[src/rtl/i2cs_pkg.sv]
`timescale 1ns/1ps
package i2cs_pkg;
  typedef enum logic [2:0] {
    ST_IDLE, ST_RX, ST_ACK, ST_TX, ST_MACK, ST_SKIP
  } i2cs_state_e;

  typedef enum logic [1:0] {
    BK_CTRL, BK_WADDR, BK_WDATA
  } i2cs_kind_e;

  localparam logic [3:0] DEV_CODE = 4'b1010;
endpackage

[src/rtl/i2cs_sync.sv]
`timescale 1ns/1ps
module i2cs_sync (
  input  logic clk,
  input  logic rst_n,
  input  logic scl_i,
  input  logic sda_i,
  output logic rst_ok_n,
  output logic scl_s,
  output logic sda_s,
  output logic scl_rise,
  output logic scl_fall,
  output logic start_det,
  output logic stop_det
);
  logic [1:0] rst_pipe;
  logic [2:0] scl_p;
  logic [2:0] sda_p;

  // async assert, synchronous release
  always_ff @(posedge clk or negedge rst_n) begin
    if (!rst_n) rst_pipe <= 2'b00;
    else        rst_pipe <= {rst_pipe[0], 1'b1};
  end
  assign rst_ok_n = rst_pipe[1];

  // two flops of synchronization plus one history flop; idle bus is high
  always_ff @(posedge clk or negedge rst_ok_n) begin
    if (!rst_ok_n) begin
      scl_p <= 3'b111;
      sda_p <= 3'b111;
    end else begin
      scl_p <= {scl_p[1:0], scl_i};
      sda_p <= {sda_p[1:0], sda_i};
    end
  end

  assign scl_s     = scl_p[1];
  assign sda_s     = sda_p[1];
  assign scl_rise  =  scl_p[1] & ~scl_p[2];
  assign scl_fall  = ~scl_p[1] &  scl_p[2];
  assign start_det =  scl_p[1] &  scl_p[2] &  sda_p[2] & ~sda_p[1];
  assign stop_det  =  scl_p[1] &  scl_p[2] & ~sda_p[2] &  sda_p[1];
endmodule

[src/rtl/i2cs_hold.sv]
`timescale 1ns/1ps
module i2cs_hold #(
  parameter int HOLD_CYC = 30
) (
  input  logic clk,
  input  logic rst_n,
  input  logic scl_fall,
  output logic apply
);
  localparam int CW = $clog2(HOLD_CYC + 1);
  localparam logic [CW-1:0] LOAD = CW'(HOLD_CYC);
  localparam logic [CW-1:0] ONE  = CW'(1);

  logic [CW-1:0] cnt_q, cnt_d;

  always_comb begin
    cnt_d = cnt_q;
    if (scl_fall)          cnt_d = LOAD;
    else if (cnt_q != '0)  cnt_d = cnt_q - ONE;
  end

  always_ff @(posedge clk or negedge rst_n) begin
    if (!rst_n) cnt_q <= '0;
    else        cnt_q <= cnt_d;
  end

  assign apply = (cnt_q == ONE);
endmodule

[src/rtl/i2c_eeprom_slave.sv]
`timescale 1ns/1ps
module i2c_eeprom_slave
  import i2cs_pkg::*;
#(
  parameter int NUM_BLOCKS = 4,
  parameter int HOLD_CYC   = 30,
  localparam int BW = $clog2(NUM_BLOCKS),
  localparam int AW = 8 + BW
) (
  input  logic          clk,
  input  logic          rst_n,
  input  logic          scl_i,
  input  logic          sda_i,
  output logic          sda_oe_o,
  input  logic          busy_i,
  output logic [AW-1:0] mem_addr_o,
  input  logic [7:0]    mem_rdata_i,
  output logic          pb_wr_o,
  output logic [AW-1:0] pb_addr_o,
  output logic [7:0]    pb_data_o,
  output logic          pb_commit_o
);
  localparam logic [AW-1:0] PTR_ONE = AW'(1);

  logic rst_ok_n, scl_s, sda_s, scl_rise, scl_fall, start_det, stop_det, apply;

  i2cs_sync sync_i (
    .clk(clk), .rst_n(rst_n), .scl_i(scl_i), .sda_i(sda_i),
    .rst_ok_n(rst_ok_n), .scl_s(scl_s), .sda_s(sda_s),
    .scl_rise(scl_rise), .scl_fall(scl_fall),
    .start_det(start_det), .stop_det(stop_det)
  );

  i2cs_hold #(.HOLD_CYC(HOLD_CYC)) hold_i (
    .clk(clk), .rst_n(rst_ok_n), .scl_fall(scl_fall), .apply(apply)
  );

  i2cs_state_e   st_q, st_d;
  i2cs_kind_e    kind_q, kind_d;
  logic [3:0]    bitcnt_q, bitcnt_d;
  logic [7:0]    shreg_q, shreg_d, txreg_q, txreg_d;
  logic [AW-1:0] ptr_q, ptr_d, pbaddr_q, pbaddr_d;
  logic [BW-1:0] blk_q, blk_d;
  logic [7:0]    pbdata_q, pbdata_d;
  logic          go_tx_q, go_tx_d, mack_q, mack_d, drive_q, drive_d;
  logic          oe_q, oe_d, pend_q, pend_d, pbwr_q, pbwr_d, commit_q, commit_d;

  always_comb begin
    st_d = st_q;       kind_d = kind_q;   bitcnt_d = bitcnt_q;
    shreg_d = shreg_q; txreg_d = txreg_q; ptr_d = ptr_q;
    blk_d = blk_q;     go_tx_d = go_tx_q; mack_d = mack_q;
    drive_d = drive_q; pend_d = pend_q;
    pbaddr_d = pbaddr_q; pbdata_d = pbdata_q;
    pbwr_d = 1'b0;     commit_d = 1'b0;
    oe_d = apply ? drive_q : oe_q;

    if (start_det) begin
      st_d = ST_RX; kind_d = BK_CTRL; bitcnt_d = 4'd0;
      drive_d = 1'b0; oe_d = 1'b0; pend_d = 1'b0;
    end else if (stop_det) begin
      st_d = ST_IDLE; drive_d = 1'b0; oe_d = 1'b0;
      commit_d = pend_q; pend_d = 1'b0;
    end else begin
      unique case (st_q)
        ST_RX: begin
          if (scl_rise) begin
            shreg_d  = {shreg_q[6:0], sda_s};
            bitcnt_d = bitcnt_q + 4'd1;
          end else if (scl_fall && bitcnt_q == 4'd8) begin
            bitcnt_d = 4'd0;
            if (busy_i) begin
              st_d = ST_SKIP;
            end else begin
              unique case (kind_q)
                BK_CTRL: begin
                  if (shreg_q[7:4] == DEV_CODE) begin
                    st_d = ST_ACK; drive_d = 1'b1;
                    blk_d = shreg_q[BW:1];
                    ptr_d = {shreg_q[BW:1], ptr_q[7:0]};
                    go_tx_d = shreg_q[0];
                    kind_d = BK_WADDR;
                  end else begin
                    st_d = ST_SKIP;
                  end
                end
                BK_WADDR: begin
                  st_d = ST_ACK; drive_d = 1'b1; go_tx_d = 1'b0;
                  ptr_d = {blk_q, shreg_q};
                  kind_d = BK_WDATA;
                end
                default: begin
                  st_d = ST_ACK; drive_d = 1'b1; go_tx_d = 1'b0;
                  pbwr_d = 1'b1; pbaddr_d = ptr_q; pbdata_d = shreg_q;
                  ptr_d = {ptr_q[AW-1:4], ptr_q[3:0] + 4'd1};
                  pend_d = 1'b1;
                end
              endcase
            end
          end
        end
        ST_ACK: begin
          if (scl_fall) begin
            bitcnt_d = 4'd0;
            if (go_tx_q) begin
              st_d = ST_TX; txreg_d = mem_rdata_i;
              ptr_d = ptr_q + PTR_ONE; drive_d = ~mem_rdata_i[7];
            end else begin
              st_d = ST_RX; drive_d = 1'b0;
            end
          end
        end
        ST_TX: begin
          if (scl_rise) begin
            bitcnt_d = bitcnt_q + 4'd1;
          end else if (scl_fall) begin
            if (bitcnt_q == 4'd8) begin
              st_d = ST_MACK; drive_d = 1'b0;
            end else begin
              txreg_d = {txreg_q[6:0], 1'b0};
              drive_d = ~txreg_q[6];
            end
          end
        end
        ST_MACK: begin
          if (scl_rise) begin
            mack_d = ~sda_s;
          end else if (scl_fall) begin
            bitcnt_d = 4'd0;
            if (mack_q) begin
              st_d = ST_TX; txreg_d = mem_rdata_i;
              ptr_d = ptr_q + PTR_ONE; drive_d = ~mem_rdata_i[7];
            end else begin
              st_d = ST_SKIP; drive_d = 1'b0;
            end
          end
        end
        default: ;
      endcase
    end
  end

  always_ff @(posedge clk or negedge rst_ok_n) begin
    if (!rst_ok_n) begin
      st_q <= ST_IDLE;   kind_q <= BK_CTRL; bitcnt_q <= 4'd0;
      shreg_q <= 8'd0;   txreg_q <= 8'd0;   ptr_q <= '0;
      blk_q <= '0;       go_tx_q <= 1'b0;   mack_q <= 1'b0;
      drive_q <= 1'b0;   oe_q <= 1'b0;      pend_q <= 1'b0;
      pbwr_q <= 1'b0;    pbaddr_q <= '0;    pbdata_q <= 8'd0;
      commit_q <= 1'b0;
    end else begin
      st_q <= st_d;       kind_q <= kind_d;   bitcnt_q <= bitcnt_d;
      shreg_q <= shreg_d; txreg_q <= txreg_d; ptr_q <= ptr_d;
      blk_q <= blk_d;     go_tx_q <= go_tx_d; mack_q <= mack_d;
      drive_q <= drive_d; oe_q <= oe_d;       pend_q <= pend_d;
      pbwr_q <= pbwr_d;   pbaddr_q <= pbaddr_d; pbdata_q <= pbdata_d;
      commit_q <= commit_d;
    end
  end

  assign sda_oe_o    = oe_q;
  assign mem_addr_o  = ptr_q;
  assign pb_wr_o     = pbwr_q;
  assign pb_addr_o   = pbaddr_q;
  assign pb_data_o   = pbdata_q;
  assign pb_commit_o = commit_q;
endmodule

[config.mk]
export PLATFORM = sky130hd
export DESIGN_NAME = i2c_eeprom_slave
export DESIGN_NICKNAME = d
export VERILOG_FILES = /design/src/rtl/i2cs_pkg.sv /design/src/rtl/i2cs_sync.sv /design/src/rtl/i2cs_hold.sv /design/src/rtl/i2c_eeprom_slave.sv
export SDC_FILE = /design/constraint.sdc
export NUM_CORES = 1
export LEC_CHECK = 0
export ABC_AREA = 1
export BUFFER_PORTS_ARGS = -buffer_cell sky130_fd_sc_hd__clkbuf_2
export CAP_MARGIN = 25
export CORE_ASPECT_RATIO = 1.75
export CORE_MARGIN = 2
export CORE_UTILIZATION = 45
export CTS_CLUSTER_SIZE = 16
export DETAILED_ROUTE_END_ITERATION = 16
export PLACE_DENSITY = 0.63
export REMOVE_ABC_BUFFERS = 1
export SETUP_SLACK_MARGIN = 0.4
export SYNTH_ARGS = -nofsm -noshare
export SYNTH_HDL_FRONTEND = slang
export SYNTH_HIERARCHICAL = 1
export SYNTH_SLANG_ARGS = --single-unit
export TNS_END_PERCENT = 20
[constraint.sdc]
create_clock -name clk -period 4.3 [get_ports clk]
set_clock_uncertainty 0.2 [all_clocks]
set_input_delay 0.43 -clock clk [delete_from_list [all_inputs] [get_ports clk]]
set_output_delay 0.43 -clock clk [all_outputs]
set_load 0.005 [all_outputs]
=== Word level (Yosys, flattened, before mapping) ===
Index checks and enable logic that the tools add are counted.

* Add/sub/neg operators: 4
* Bitwise logic cells: 18
* Multiplexer cells: 91
* Reductions and logical operators: 29
* Eq/ne operators: 44

{| class="wikitable"
|+ Operator list
! kind !! number
|-
| 10-bit two-way mux || 9
|-
| 7-bit two-way mux || 8
|-
| 3-bit two-way mux || 14
|-
| 4-bit inequality test (second input constant) || 10
|-
| 1-bit two-way mux || 36
|-
| 10-bit one-hot mux with 3 select lines || 1
|-
| 4-bit two-way mux || 7
|-
| 2-bit inequality test (second input constant) || 14
|-
| 13-bit AND reduction || 2
|-
| 7-bit one-hot mux with 3 select lines || 1
|-
| 7-bit AND reduction || 3
|-
| 10-bit one-hot mux with 2 select lines || 1
|-
| 3-bit nonzero test || 6
|-
| 2-bit two-way mux || 8
|-
| 4-bit one-hot mux with 4 select lines || 1
|-
| 3-bit inequality test (second input constant) || 4
|-
| 3-bit one-hot mux with 4 select lines || 1
|-
| 12-bit AND reduction || 1
|-
| 1-bit NOT || 11
|-
| 11-bit AND reduction || 1
|-
| 10-bit by 1-bit adder with 10-bit output (second input constant) || 1
|-
| 5-bit two-way mux || 2
|-
| 10-bit AND reduction || 1
|-
| 5-bit AND reduction || 2
|-
| 24 further kinds || 41
|}

* Register bits after elaboration: 74
* Output and inout bits: 31
* Bits of input ports: 13
* Word-level logic and storage cells: 208

=== Longest topological paths before layout ===
* Depth in word-level cells: 9
* Depth in mapped cells: 13
* Gate-level depth less buffers: 12

=== Modules after synthesis ===
Netlist, hierarchy kept.

{| class="wikitable"
|+ By module, submodules not included
! module !! cells each !! times used !! area each (µm²) !! sequential area each (µm²)
|-
| i2c_eeprom_slave || 440 || 1 || 3372.0 || 1526.5
|-
| i2cs_hold || 35 || 1 || 279.0 || 125.1
|-
| i2cs_sync || 20 || 1 || 252.7 || 207.7
|}

=== Worst setup path before layout ===
OpenSTA, ideal clock, no wires.

* Path kind: flip-flop to flip-flop
* Start point: register sync_i.scl_p[1]
* End point: register st_q[0]
* Data arrival time: 1704 ps
* Setup slack: 2280 ps
* Required time: 3984 ps
* Buffers on the path: 1
* Stages on the path, launching flop included: 13
* Path through: dfstp_2 nand2_1 nor2_1 nor2_1 buf_2 nand2_1 inv_1 nand2_2 nand3_1 inv_1 nand3_1 nand2_1 nand2_1

* Word-level cells in the longest chain between the ends: 5
* Elaborated cells on any way between the ends: 21
* Classes of those cells: eq/ne: 8; mux: 2; bitwise: 8; reduce/logical: 3

{| class="wikitable"
|+ Ends and longest elaborated chain
! item !! line !! RTL
|-
| start: declaration || i2cs_sync.sv:16 || <nowiki>logic [2:0] scl_p;</nowiki>
|-
| start signal: assignment || i2cs_sync.sv:32 || <nowiki>scl_p <= {scl_p[1:0], scl_i};</nowiki>
|-
| 1-bit AND * (3 in a row) || i2cs_sync.sv:41 || <nowiki>assign start_det = scl_p[1] & scl_p[2] & sda_p[2] & ~sda_p[1];</nowiki>
|-
| via start_det || i2c_eeprom_slave.sv:25 || <nowiki>logic rst_ok_n, scl_s, sda_s, scl_rise, scl_fall, start_det, stop_det, apply;</nowiki>
|-
| 4-bit inequality test (no source line) / 6-bit nonzero test (equally long branches) || n/a ||
|-
| 9-bit AND reduction (no source line) || n/a ||
|-
| end signal: assignment || i2c_eeprom_slave.sv:151 || <nowiki>st_q <= st_d; kind_q <= kind_d; bitcnt_q <= bitcnt_d;</nowiki>
|-
| end: declaration || i2c_eeprom_slave.sv:38 || <nowiki>i2cs_state_e st_q, st_d;</nowiki>
|}

Mark *: on every way through the listed nets, which the timed path passes. The rest lies on a longest branch.
A chain may end at the register's enable or synchronous reset.

=== Worst setup path after layout ===
* Start point: register sync_i.sda_p[1]
* End point: register pbaddr_q[1] (netlist: pb_addr_o[1])

* Word-level cells in the longest chain between the ends: 4
* Elaborated cells on any way between the ends: 6
* Classes of those cells: bitwise: 5; reduce/logical: 1

{| class="wikitable"
|+ Ends and longest elaborated chain
! item !! line !! RTL
|-
| start: declaration || i2cs_sync.sv:17 || <nowiki>logic [2:0] sda_p;</nowiki>
|-
| start signal: assignment || i2cs_sync.sv:33 || <nowiki>sda_p <= {sda_p[1:0], sda_i};</nowiki>
|-
| 1-bit NOT || i2cs_sync.sv:41 ||
|-
| 1-bit AND || i2cs_sync.sv:41 ||
|-
| via start_det || i2c_eeprom_slave.sv:25 ||
|-
| 1-bit NOT (no source line) || n/a ||
|-
| 7-bit AND reduction (no source line) || n/a ||
|-
| end signal: assignment || i2c_eeprom_slave.sv:155 || <nowiki>pbwr_q <= pbwr_d; pbaddr_q <= pbaddr_d; pbdata_q <= pbdata_d;</nowiki>
|-
| end: declaration || i2c_eeprom_slave.sv:42 || <nowiki>logic [AW-1:0] ptr_q, ptr_d, pbaddr_q, pbaddr_d;</nowiki>
|}

The timed path passes the listed nets, and every way through them passes these cells.

==> metrics.md <==
| Metric | Value |
|---|---|
| CTS Buf Count | `9` |
| GPL Wtd Cong | `0.9696` |
| GRT Total Usage | `21.74%` |
| Avg Cell Area, Syn | `7.886 um2` |
| DR vias | `3383` |
| Ports | `44` |
| Area share of the largest cell type after synthesis | `43.59%` |
| Most used cell, CP | `nand2_1` |
| Worst-Margin Slew | `886.3 ps` |
| Setup TNS | `0 ps` |
| Chip width | `74.41 um` |
| Max-Cap Viols | `0` |
| Slowest CP cell | `dfstp_2` |
| Area grow syn2layout | `16.25%` |
| H-Tree Level Count | `3` |
| Worst Path Max Fanout | `33` |
| VDD IR max | `0.3251 mV` |
| Kind of start point of the critical path | `register` |
| Per-cell routed wire length | `14.14 um` |
| Status | `completed` |
| Post-Place Cell Area | `4198 um2` |
| Mapped Cells | `495` |
| Antenna violations before repair | `0` |
| P_leak | `2.366 nW` |
| Root Driver | `clkbuf_16` |
| # port buffers | `43` |
| Initial core utilization | `45.61%` |
| CTS tree | `done` |
| Crit. End Element | `register` |
| DP HPWL | `7150 um` |
| Num rows | `45` |
| NumNets Final | `562` |
| Clock sink total | `74` |
| Placeable Area | `8558 um2` |
| Post_cts resized | `0` |
| Post-layout util | `53.03%` |
| Post-route ant nets | `0` |
| Total power | `0.002641 W` |
| Pin count of the biggest net entering global routing | `40` |
| Power per cell area | `581.9 nW/um2` |
| Max Fclk | `373.0 MHz` |
| First-pass GRT wire length | `15350 um` |
| Worst-path cell chain | `inv_1 -> nand2_1 -> nor2_1 -> nor2_1 -> inv_1 -> nor3_1 -> nand2_1 -> buf_16 -> inv_1 -> nand2_1 -> nand2_1` |
| Most instantiated cells after synthesis | `nand2_1, dfrtp_1, inv_1` |
| Die Area | `9465 um2` |
| Arr. time, crit path | `2750 ps` |
| Post-synth EDFFs | `0` |
| Seq cells post-synth | `74` |
| Initial DRC count | `225` |
| Top-count cell post-synth | `nand2_1` |
| Worst-Skew Late Latency | `340 ps` |
| Sequential element share of the synthesized area | `47.63%` |
| Design area | `4538 um2` |
| Share of cells above drive strength 1 | `18.94%` |
| Worst path max stage delay | `560 ps` |
| Fin. Hold Viols | `0` |
| Worst Path Required | `4370 ps` |
| Final period util | `62.34%` |
| Crit Path Class | `register to register` |
| Drt total wl | `9419 um` |
| Diode count | `0` |
| Final setup violation count | `0` |
| Die Y-Extent | `127.2 um` |
| HP Class | `input pin to register` |
| Yosys cell types | `31` |
| Minimum clock period after layout | `2681 ps` |
| Pins Over Slew Limit | `0` |
| Reg clk slew, reported paths | `60 ps` |
| Setup ws final | `1619 ps` |
| Via density | `5.080` |
| Unrepaired setup endpoints after global routing | `false` |
| Detailed-route DRC error count | `0` |
| Area contributors post-synth | `dfrtp_1, nand2_1, nand3_1` |
| GRT overflow | `0` |
| Ys flop type | `dfrtp_1` |
| Pre-CTS setup slack | `1099 ps` |
| Slew headroom | `40.92%` |
| CTS max path bufs | `2` |
| Ys Warns | `6` |
| Post-Syn Area | `3904 um2` |
| Vias in the first global route | `3266` |
| Area leader, netlist | `dfrtp_1` |
| DRT Pass-1 Iters | `4` |
| Ys async rst share | `100.0%` |
==> power by group <==
part	switching [W]	total, W	leakage (nW)	internal, W
Combinational	0.000649	0.000949	1.27	0.000300
Sequential	0.000151	0.000982	0.962	0.000831
Clock	0.000288	0.000709	0.139	0.000421
==> timing repair <==
item / CTS / global route
hold endpoints to repair: 4 / 0
setup buffers: 0 / 0
hold buffers: 3 / 0
==> kinds of logic (layout without fill, tap and decap cells) <==
logic type | after synthesis | after routing | share of synthesized area, %
buffers and inverters | 73 | 127 | 8.013
multiplexers | 6 | 6 | 1.539
adder cells (fa/ha/maj) | 5 | 5 | 1.603
XOR/XNOR | 4 | 4 | 0.8976
AND/OR/NAND/NOR | 270 | 270 | 31.41
AO/OA/AOI/OAI | 62 | 62 | 8.814
other | 1 | 1 | 0.09606
flip-flops | 74 | 74 | 47.63
==> cell type report <==
cell class,instances,area (um2)
clock inverter,4,26.28
fill,910,4020
sequential,74,1861
timing repair buffer,48,280.3
tap,117,146.4
clock buffer,12,256.5
inverter,63,236.5
multi-input combinational,348,1732
==> layer usage <==
metal / global-route usage [%] / routed length (um) / part of all wire (%) / up-vias
li1: - / - / - / 1691
met1: 22.12 / 3504 / 37 / 1577
met2: 38.68 / 5172 / 55 / 80
met3: 5.205 / 265 / 2.8 / 35
met4: 12.71 / 476 / 5.1 / 0
met5: 0 / 0 / 0 / -
==> flip-flops by register name (all words and copies together), names as in the netlist, 2 cells and up <==
name             cells
blk_q                2
txreg_q              7
hold_i/cnt_q         5
kind_q               2
bitcnt_q             4
st_q                 3
mem_addr_o          10
pb_data_o            8
pb_addr_o           10
sync_i/sda_p         3
shreg_q              8
sync_i/rst_pipe      2
sync_i/scl_p         3
==> final timing paths <==
| kind | start | endpoint | slack (ps) | depth (start not counted) |
|---|---|---|---|---|
| max | sync_i/sda_p[1]$_DFF_PN1_ | pb_addr_o[1]$_DFFE_PN0P_ | 1620 | 11 |
| min | mem_rdata_i[0] | txreg_q[0]$_DFFE_PN0P_ | 130 | 3 |
| max reg2reg | sync_i/sda_p[1]$_DFF_PN1_ | pb_addr_o[1]$_DFFE_PN0P_ | 1620 | 11 |
| min reg2reg | sync_i/rst_pipe[0]$_DFF_PN0_ | sync_i/rst_pipe[1]$_DFF_PN0_ | 150 | 0 |
| max in group asynchronous | sync_i/rst_pipe[1]$_DFF_PN0_ | sync_i/sda_p[1]$_DFF_PN1_ | 2710 | 1 |
| min in group asynchronous | sync_i/rst_pipe[1]$_DFF_PN0_ | hold_i/cnt_q[1]$_DFFE_PN0P_ | 200 | 0 |
==> cell usage in the layout (no fill, tap or decap), types with 8 or more instances in the layout <==
cell type  count
nor2_1        25
a21oi_1       10
clkbuf_2      43
o21ai_0       21
o21ai_2        8
clkbuf_16      9
o21ai_1       21
dfrtp_1       67
nand3_1       50
inv_1         58
nand2_1      153
nand4_1       10
==> worst max-delay path, delay by kind of cell, from the launching register on <==
kind          cells  cell delay [ps]
simple gates      7             1250
buf+inv           4              600
flops             1              560
==> through the flow <==
step	std cells	hold WS [ps]
6_report	666	135.0
4_1_cts	665	133.4
3_5_place_dp	646	20.75
5_1_grt	666	140.8
2_1_floorplan	485	-65.59
3_3_place_gp	646	16.46
No activity file was read; power rests on OpenSTA's default activity.
